### config.mk
export PLATFORM = sky130hd
export DESIGN_NAME = nobubble_sram
export DESIGN_NICKNAME = d
export VERILOG_FILES = /design/src/rtl/nb_sram_pkg.sv /design/src/rtl/nb_burst_gen.sv /design/src/rtl/nb_op_ctrl.sv /design/src/rtl/nb_mem_array.sv /design/src/rtl/nobubble_sram.sv
export SDC_FILE = /design/constraint.sdc
export NUM_CORES = 2
export LEC_CHECK = 0
export BUFFER_PORTS_ARGS = -buffer_cell sky130_fd_sc_hd__buf_2
export CAP_MARGIN = 40
export CORE_MARGIN = 3
export CORE_UTILIZATION = 45
export CTS_BUF_LIST = sky130_fd_sc_hd__clkbuf_4 sky130_fd_sc_hd__clkbuf_8
export CTS_CLUSTER_DIAMETER = 120
export DETAILED_ROUTE_END_ITERATION = 7
export SLEW_MARGIN = 10
export SYNTH_ARGS = -nofsm -noshare
export SYNTH_HDL_FRONTEND = slang
export SYNTH_SLANG_ARGS = --single-unit
export TNS_END_PERCENT = 100
### constraint.sdc
create_clock -name clk_i -period 7.2 [get_ports clk_i]
set_input_delay 0.36 -clock clk_i [delete_from_list [all_inputs] [get_ports clk_i]]
set_output_delay 0.36 -clock clk_i [all_outputs]
set_load 0.005 [all_outputs]
### src/rtl/nb_sram_pkg.sv
package nb_sram_pkg;
  typedef enum logic {
    ORDER_LINEAR      = 1'b0,
    ORDER_INTERLEAVED = 1'b1
  } burst_order_e;

  function automatic logic [1:0] beat_offset(input logic [1:0] base,
                                             input logic [1:0] cnt,
                                             input burst_order_e ord);
    return (ord == ORDER_INTERLEAVED) ? (base ^ cnt) : 2'(base + cnt);
  endfunction
endpackage

### src/rtl/nb_burst_gen.sv
module nb_burst_gen
  import nb_sram_pkg::*;
#(
  parameter int ADDR_W = 6
) (
  input  logic              clk_i,
  input  logic              rst_ni,
  input  logic              stall_i,
  input  logic              load_i,
  input  logic              step_i,
  input  logic [ADDR_W-1:0] addr_i,
  input  logic              ilv_i,
  output logic [ADDR_W-1:0] cur_addr_o
);
  logic [ADDR_W-1:0] base_q;
  logic [1:0]        cnt_q;
  burst_order_e      ord_q;

  always_ff @(posedge clk_i or negedge rst_ni) begin
    if (!rst_ni) begin
      base_q <= '0;
      cnt_q  <= '0;
      ord_q  <= ORDER_LINEAR;
    end else if (load_i) begin
      base_q <= addr_i;
      cnt_q  <= '0;
      ord_q  <= burst_order_e'(ilv_i);
    end else if (step_i) begin
      cnt_q <= cnt_q + 2'd1;
    end
  end

  assign cur_addr_o = {base_q[ADDR_W-1:2], beat_offset(base_q[1:0], cnt_q, ord_q)};

  // each step advances the two-bit counter modulo four
  a_r6_step_wraps: assert property (@(posedge clk_i) disable iff (!rst_ni)
    step_i |=> cnt_q == 2'($past(cnt_q) + 2'd1));

  // stalled cycles keep burst state
  a_r4_burst_hold: assert property (@(posedge clk_i) disable iff (!rst_ni)
    stall_i |=> ($stable(cnt_q) && $stable(base_q) && $stable(ord_q)));
endmodule

### src/rtl/nb_op_ctrl.sv
module nb_op_ctrl #(
  parameter int NUM_BYTES = 4
) (
  input  logic                 clk_i,
  input  logic                 rst_ni,
  input  logic                 stall_i,
  input  logic                 adv_i,
  input  logic                 sel_i,
  input  logic                 rnw_i,
  input  logic [NUM_BYTES-1:0] ben_i,
  output logic                 load_o,
  output logic                 step_o,
  output logic                 pend_valid_o,
  output logic                 pend_rd_o,
  output logic [NUM_BYTES-1:0] pend_ben_o
);
  logic                 act_q;
  logic                 valid_q;
  logic                 rd_q;
  logic [NUM_BYTES-1:0] ben_q;

  assign load_o = !stall_i && !adv_i && sel_i;
  assign step_o = !stall_i && adv_i && act_q;

  always_ff @(posedge clk_i or negedge rst_ni) begin
    if (!rst_ni) begin
      act_q   <= 1'b0;
      valid_q <= 1'b0;
      rd_q    <= 1'b0;
      ben_q   <= '0;
    end else if (!stall_i) begin
      if (!adv_i) begin
        act_q   <= sel_i;
        valid_q <= sel_i;
        if (sel_i) begin
          rd_q  <= rnw_i;
          ben_q <= ben_i;
        end
      end else begin
        // advance continues the previous type, or stays idle
        valid_q <= act_q;
        if (act_q) ben_q <= ben_i;
      end
    end
  end

  assign pend_valid_o = valid_q;
  assign pend_rd_o    = rd_q;
  assign pend_ben_o   = ben_q;

  a_r4_pend_hold: assert property (@(posedge clk_i) disable iff (!rst_ni)
    stall_i |=> ($stable(valid_q) && $stable(rd_q) && $stable(ben_q) && $stable(act_q)));

  a_r9_adv_idle: assert property (@(posedge clk_i) disable iff (!rst_ni)
    (!stall_i && adv_i && !act_q) |=> !valid_q);
endmodule

### src/rtl/nb_mem_array.sv
module nb_mem_array #(
  parameter int ADDR_W = 6,
  parameter int DATA_W = 32,
  parameter int BYTE_W = 8
) (
  input  logic                      clk_i,
  input  logic                      we_i,
  input  logic [ADDR_W-1:0]         addr_i,
  input  logic [DATA_W/BYTE_W-1:0]  ben_i,
  input  logic [DATA_W-1:0]         wdata_i,
  output logic [DATA_W-1:0]         rdata_o
);
  localparam int WORDS     = 1 << ADDR_W;
  localparam int NUM_BYTES = DATA_W / BYTE_W;

  logic [DATA_W-1:0] mem_q [WORDS];
  logic [DATA_W-1:0] lane_mask;

  for (genvar b = 0; b < NUM_BYTES; b++) begin : g_lane
    assign lane_mask[b*BYTE_W +: BYTE_W] = {BYTE_W{ben_i[b]}};
  end

  always_ff @(posedge clk_i) begin
    if (we_i) mem_q[addr_i] <= (mem_q[addr_i] & ~lane_mask) | (wdata_i & lane_mask);
  end

  // flow-through: no output register
  assign rdata_o = mem_q[addr_i];
endmodule

### src/rtl/nobubble_sram.sv
module nobubble_sram #(
  parameter int ADDR_W = 6,
  parameter int DATA_W = 32,
  parameter int BYTE_W = 8
) (
  input  logic                      clk_i,
  input  logic                      rst_ni,
  input  logic                      clk_en_ni,
  input  logic                      ce1_ni,
  input  logic                      ce2_i,
  input  logic                      ce2b_ni,
  input  logic                      rnw_i,
  input  logic                      adv_i,
  input  logic                      burst_ilv_i,
  input  logic [ADDR_W-1:0]         addr_i,
  input  logic [DATA_W/BYTE_W-1:0]  byte_en_ni,
  input  logic                      oe_ni,
  input  logic [DATA_W-1:0]         dq_i,
  output logic [DATA_W-1:0]         dq_o,
  output logic                      dq_oe_o
);
  localparam int NUM_BYTES = DATA_W / BYTE_W;

  logic                 stall, sel, load, step;
  logic                 pend_valid, pend_rd;
  logic [NUM_BYTES-1:0] pend_ben;
  logic [ADDR_W-1:0]    cur_addr;
  logic                 mem_we;

  assign stall = clk_en_ni;
  assign sel   = !ce1_ni && ce2_i && !ce2b_ni;

  nb_op_ctrl #(.NUM_BYTES(NUM_BYTES)) u_ctrl (
    .clk_i, .rst_ni,
    .stall_i      (stall),
    .adv_i        (adv_i),
    .sel_i        (sel),
    .rnw_i        (rnw_i),
    .ben_i        (~byte_en_ni),
    .load_o       (load),
    .step_o       (step),
    .pend_valid_o (pend_valid),
    .pend_rd_o    (pend_rd),
    .pend_ben_o   (pend_ben)
  );

  nb_burst_gen #(.ADDR_W(ADDR_W)) u_burst (
    .clk_i, .rst_ni,
    .stall_i    (stall),
    .load_i     (load),
    .step_i     (step),
    .addr_i     (addr_i),
    .ilv_i      (burst_ilv_i),
    .cur_addr_o (cur_addr)
  );

  assign mem_we = !stall && pend_valid && !pend_rd;

  nb_mem_array #(.ADDR_W(ADDR_W), .DATA_W(DATA_W), .BYTE_W(BYTE_W)) u_mem (
    .clk_i,
    .we_i    (mem_we),
    .addr_i  (cur_addr),
    .ben_i   (pend_ben),
    .wdata_i (dq_i),
    .rdata_o (dq_o)
  );

  assign dq_oe_o = pend_valid && pend_rd && !oe_ni;

  a_r3_oe_blanks: assert property (@(posedge clk_i) disable iff (!rst_ni)
    oe_ni |-> !dq_oe_o);

  a_r1_read_next_cycle: assert property (@(posedge clk_i) disable iff (!rst_ni)
    (!clk_en_ni && !adv_i && sel && rnw_i) |=> (dq_oe_o || oe_ni));

  a_r5_deselect_idle: assert property (@(posedge clk_i) disable iff (!rst_ni)
    (!clk_en_ni && !adv_i && !sel) |=> !dq_oe_o);
endmodule

# == Word level (Yosys, flattened, before mapping) ==
# Memory sizes are Yosys's and may differ from the RTL's.
# Cells that the tools add are included.
# word_totals
in_bits,52
reg_bits,15
output_inout_bits,33
word_cells,47
memories,1
mem_bits_rw,2048
# classes
eq_ne,1
addsub,2
mux,8
n_reduce_logical,21
n_bitwise,8
# mem_list
name,depth,word_bits,rd,rd_ports_with_merged_regs,write_ports,line,rtl
u_mem.mem_q,64,32,1,0,1,nb_mem_array.sv:16,logic [DATA_W-1:0] mem_q [WORDS];
# ops
operator,count
$and A32 B32 Y32,2
$not A32 Y32,1
$or A32 B32 Y32,1
$mux W4,3
$logic_and A1 B1 Y1,10
$logic_not A1 Y1,6
$mux W2,3
$reduce_and A3 Y1,2
$not A4 Y4,1
$reduce_bool A2 Y1,2
$add A2 B1 Y2 const B,1
$add A2 B2 Y2,1
$mux W1,2
$ne A2 B1 Y1 const B,1
$not A1 Y1,2
$reduce_and A2 Y1,1
$xor A2 B2 Y2,1

# == Depth between registers and ports, before layout ==
# depth
depth_word,5
ltp_mapped,14
depth_no_buf,8

# == Hierarchy ==
# From an unflattened synthesis, not the netlist that was laid out.
# hier_totals
cells_unflattened,4529
hier_area_um2,80154.4
# modules_own_cells
module,cells_each,instances,seq_area_each_um2,area_each_um2
nb_mem_array,4474,1,61499.0,79394.9
nb_burst_gen,30,1,225.2,442.9
nb_op_ctrl,18,1,150.1,267.8
nobubble_sram,7,1,0.0,48.8

# == Worst setup path before layout ==
# OpenSTA, ideal clock, no wires.
# synth_path
kind,register -> register
start,register u_burst.cnt_q[0]
end,memory u_mem.mem_q[0][0] (data pin)
setup_ps,585
stages_incl_launch_ff,14
arrival_time_ps,4656
period_less_slack_ps,5241
slack_ps,1959
t_required_ps,6615
path_buffers,8
cell_sequence,dfrtp_1 > ha_1 > buf_2 > buf_4 > buf_4 > buf_4 > buf_4 > buf_4 > buf_2 > clkbuf_1 > o221ai_1 > a21oi_1 > nor2_1 > a41oi_1
# synth_between
elab_chain_len,5
elab_cells_between_ends,6
classes_between,1 x add/sub; 1 x mux; 3 x bitwise; 1 x memory
# synth_lines
element,line,rtl
"start, declared",nb_burst_gen.sv:16,logic [1:0] cnt_q;
"start signal, assigned",nb_burst_gen.sv:29,cnt_q <= cnt_q + 2'd1;
$add A2 B2 Y2 or $xor A2 B2 Y2 (tied branches),nb_sram_pkg.sv:10,return (ord == ORDER_INTERLEAVED) ? (base ^ cnt) : 2'(base + cnt);
$mux W2 (*),nb_sram_pkg.sv:10,
$mem_v2 Z64 W32 (*),-,
$and A32 B32 Y32 (*),nb_mem_array.sv:24,if (we_i) mem_q[addr_i] <= (mem_q[addr_i] & ~lane_mask) | (wdata_i & lane_mask);
$or A32 B32 Y32 (*),nb_mem_array.sv:24,
"end, declared",nb_mem_array.sv:16,
# Mark *: on every way between the ends. The rest lies on a longest branch, timed or not.

# == Worst setup path in the final report ==
# layout_path
start,register u_burst.cnt_q[0]
end,output dq_o[13]
# layout_between
elab_chain_len,3
elab_cells_between_ends,4
classes_between,1 x add/sub; 1 x mux; 1 x bitwise; 1 x memory
# layout_lines
element,line,rtl
$add A2 B2 Y2 or $xor A2 B2 Y2 (tied branches),nb_sram_pkg.sv:10,
$mux W2 (*),nb_sram_pkg.sv:10,
$mem_v2 Z64 W32 (*),-,
"end, declared",nobubble_sram.sv:19,"output logic [DATA_W-1:0] dq_o,"
# Marks and branches as above.

==> flow_summary_export.csv <==
group,metric,value,unit
global_route,grt_start_max_net_pins,141,
timing,relSlewSlack,36.4,%
timing,finalCriticalPeriod,5960,ps
floorplan,die_area,188000,um^2
floorplan,start_util,45.4,%
layout,design_area,95500,um^2
clock_tree,insertion_delay,1080,ps
pwr,p_clk_share,25.0,%
placement,placed_area,88600,um^2
layout,area_growth,15.8,%
global_route,grt_pass1_wl,385000,um
drt,postRouteWirelength,281000,um
critical_path,max_stage_delay,860,ps
critical_path,setup.worst_path.start_class,"flop",
clock_tree,post_cts_buffers,0,
synthesis,synth_area_leaders,"edfxtp_1 (75%), mux4_2 (9.5%), nand2_1 (1.8%), mux2i_1 (1.7%), mux2_2 (0.92%)",
outcome,violations,"design-rule violations",
synthesis,ys.flop_type,"edfxtp_1",
drt,drtIter0Drc,7114,
timing,finClkSkew,92.6,ps
pwr,intPower,25.6,mW
synthesis,yosysTopAreaCell,"edfxtp_1",
synthesis,netlist.area_leader.share,74.6,%
outcome,outcome,"finished with violations",
timing,finalSetupTns,0,ps
synthesis,synth.distinct_cells,77,
timing,hold_violations,0,
critical_path,crit_path_end_kind,"output pin",
floorplan,io_pins,85,
synthesis,ys_seq_elements,2063,
pwr,p_per_area,413,nW/um^2
drt,postRouteAntennaNets,0,
clock_tree,clk_pin_slew,60,ps
drt,wl_per_cell,37.0,um
pwr,seq_power_share,39.2,%
synthesis,yosysWarningCount,0,
synthesis,syn_area,82500,um^2
synthesis,synth_edf_count,2048,
hold_path,hold_class,"input port to flop",
clock_tree,cts_htree_levels,5,
clock_tree,cts.sink_count,2063,
timing,final-setup-viol-count,0,
pwr,switching_share,35.0,%
placement,dp_hpwl,163000,um
critical_path,crit_chain,"ha_4, nor2b_4, nand3_2, buf_4, o221ai_1, a21oi_1, a21oi_1, nor4bb_1, nand3_1, buf_2",
placement,gp_congestion,0.878,
timing,slew_violations,0,
synthesis,synth_area_per_cell,18.2,um^2
critical_path,worst-path-buf-inv,2,
floorplan,chipWidth,434,um
layout,nets,5020,
clock_tree,cts_buffer_depth,4,
layout,mostFrequentLayoutCells,"edfxtp_1 (2048), nand2_1 (392), mux4_2 (348), clkbuf_8 (348), buf_4 (151)",
placement,port_buffers,84,
drt,drc,2,
clock_tree,cts_hold_buf,59,
pwr,power.leakage,30.6,nW
critical_path,path_class,"flop to output pin",
synthesis,yosysSeqAreaShare,75.0,%
clock_tree,cts_tree,"yes",
layout,stdcell_count,7590,
critical_path,crit_family,"simple AND/OR/NAND/NOR gates",
critical_path,cp.required,6840,ps
critical_path,slowest_stage,"nand3_2",
clock_tree,cts_buffers,344,
pwr,max-vdd-ir-drop,0.000915,V
drt,drtPass1Iterations,8,
pwr,p_comb_share,35.7,%
clock_tree,cts_resized,0,
pwr,p_sw,13.8,mW
layout,drive_gt1_share,26.6,%
timing,min_period_over_period,82.8,%
global_route,grt.total_usage,29.7,%
clock_tree,root_buffer,"clkbuf_8",
global_route,overflow,0,
layout,finalCoreUtilization,52.6,%
global_route,first_global_vias,48103,
synthesis,postSynthCellCount,4527,
job,max-cap-violations,0,
timing,max_freq,168,MHz
floorplan,rows,156,
critical_path,crit_top_cell,"a21oi_1",
floorplan,fp.coreArea,182000,um^2
layout,layout.cells.most_common,"edfxtp_1",
placement,dp_cells,6932,
synthesis,synthArstFlopShare,0.727,%
drt,vias,49690,
timing,finalHoldWorstSlack,59.3,ps
floorplan,fp.dieH,434,um
timing,worstMarginPinSlew,951,ps
critical_path,path_max_fanout,35,
global_route,antenna_found_initial,16,
critical_path,crit_arrival,5600,ps
drt,viasPerCell,6.55,
timing,rsz0062_at_grt,"false",
synthesis,synthesis.nets,4580,
## cell type report
type	count	area (um^2)
Clock inverter	141	762
Inverter	8	31.3
Tap cell	2370	2970
Clock buffer	452	5570
Multi-Input combinational cell	2152	19900
Fill cell	14334	86000
Timing Repair Buffer	398	4370
Antenna cell	6	15.0
Sequential cell	2063	61900
## registers in the layout, indices dropped and copies added (netlist names)
register	count
u_ctrl.pend_rd_o	1
u_burst.base_q	6
u_ctrl.act_q	1
u_burst.ord_q	1
u_ctrl.pend_ben_o	4
u_burst.cnt_q	2
u_mem.mem_q	2048
## cell usage after synthesis (all sizes together), types with 17 or more instances
master and number:
edfxtp 2048, nand2 394, mux4 348, buf 174, nor2 164, mux2i 140
clkbuf 130, nor3 130, a21oi 109, o221ai 73, o22ai 71, mux2 67
o21ai 66, nand3 62, a31oi 61, a211oi 52, a22oi 35, nor4 35
and3b 31, nand4 24, o22a 20, o31ai 17, or3 17
## power groups by stage
stage	clock [mW]	sequential, mW	combinational, mW
finish	9.87	15.5	14.1
global route	10.5	15.5	14.8
CTS	9.96	15.5	14.0
detailed placement	0	15.7	13.9
global placement	0	15.8	13.3
floorplan	0	15.8	8.78
## worst min-delay path: stages
cell and delay, ps:
buf_2 100, nor2_1 260, a41oi_4 170
## layer usage
metal	vias to the layer above	wire, um	track usage, %
li1	19592	-	-
met1	25957	103000	39.3
met2	3405	129000	45.5
met3	730	31600	7.45
met4	6	17100	16.1
met5	-	38	0
## cell families (layout without fill, tap and decap cells)
| logic type | Yosys count | in the layout | share of synthesized area [%] |
|---|---|---|---|
| other | 0 | 6 | 0 |
| buffers and inverters | 312 | 999 | 1.72 |
| DFF | 2063 | 2063 | 75.0 |
| and+or+nand+nor | 909 | 909 | 5.07 |
| AOI/OAI and AO/OA | 681 | 681 | 5.89 |
| muxes | 555 | 555 | 12.1 |
| adders and majority gates | 1 | 1 | 0.0152 |
| xor gates and xnor gates | 6 | 6 | 0.127 |
## worst paths after layout
kind	start	to	slack, ps	cells past startpoint
hold / removal	dq_i[0]	u_mem.mem_q[58][0]	60	3
min in group asynchronous	rst_ni	u_ctrl.pend_rd_o	420	3
setup / recovery	u_burst.cnt_q[0]	dq_o[13]	1240	10
max in group asynchronous	rst_ni	u_burst.base_q[2]	6200	3
setup reg to reg	u_burst.cnt_q[0]	u_mem.mem_q[32][13]	1940	10
hold reg to reg	u_burst.cnt_q[0]	u_burst.cnt_q[0]	630	2
## metrics by stage
step / power, mW / worst slack, ps
floorplan: 24.6 / 1960
CTS: 39.4 / 1240
detailed placement: 29.7 / 2080
global route: 40.8 / 982
global placement: 29.1 / 1920
finish: 39.4 / 1240
No activity file was read; power rests on OpenSTA's default activity.
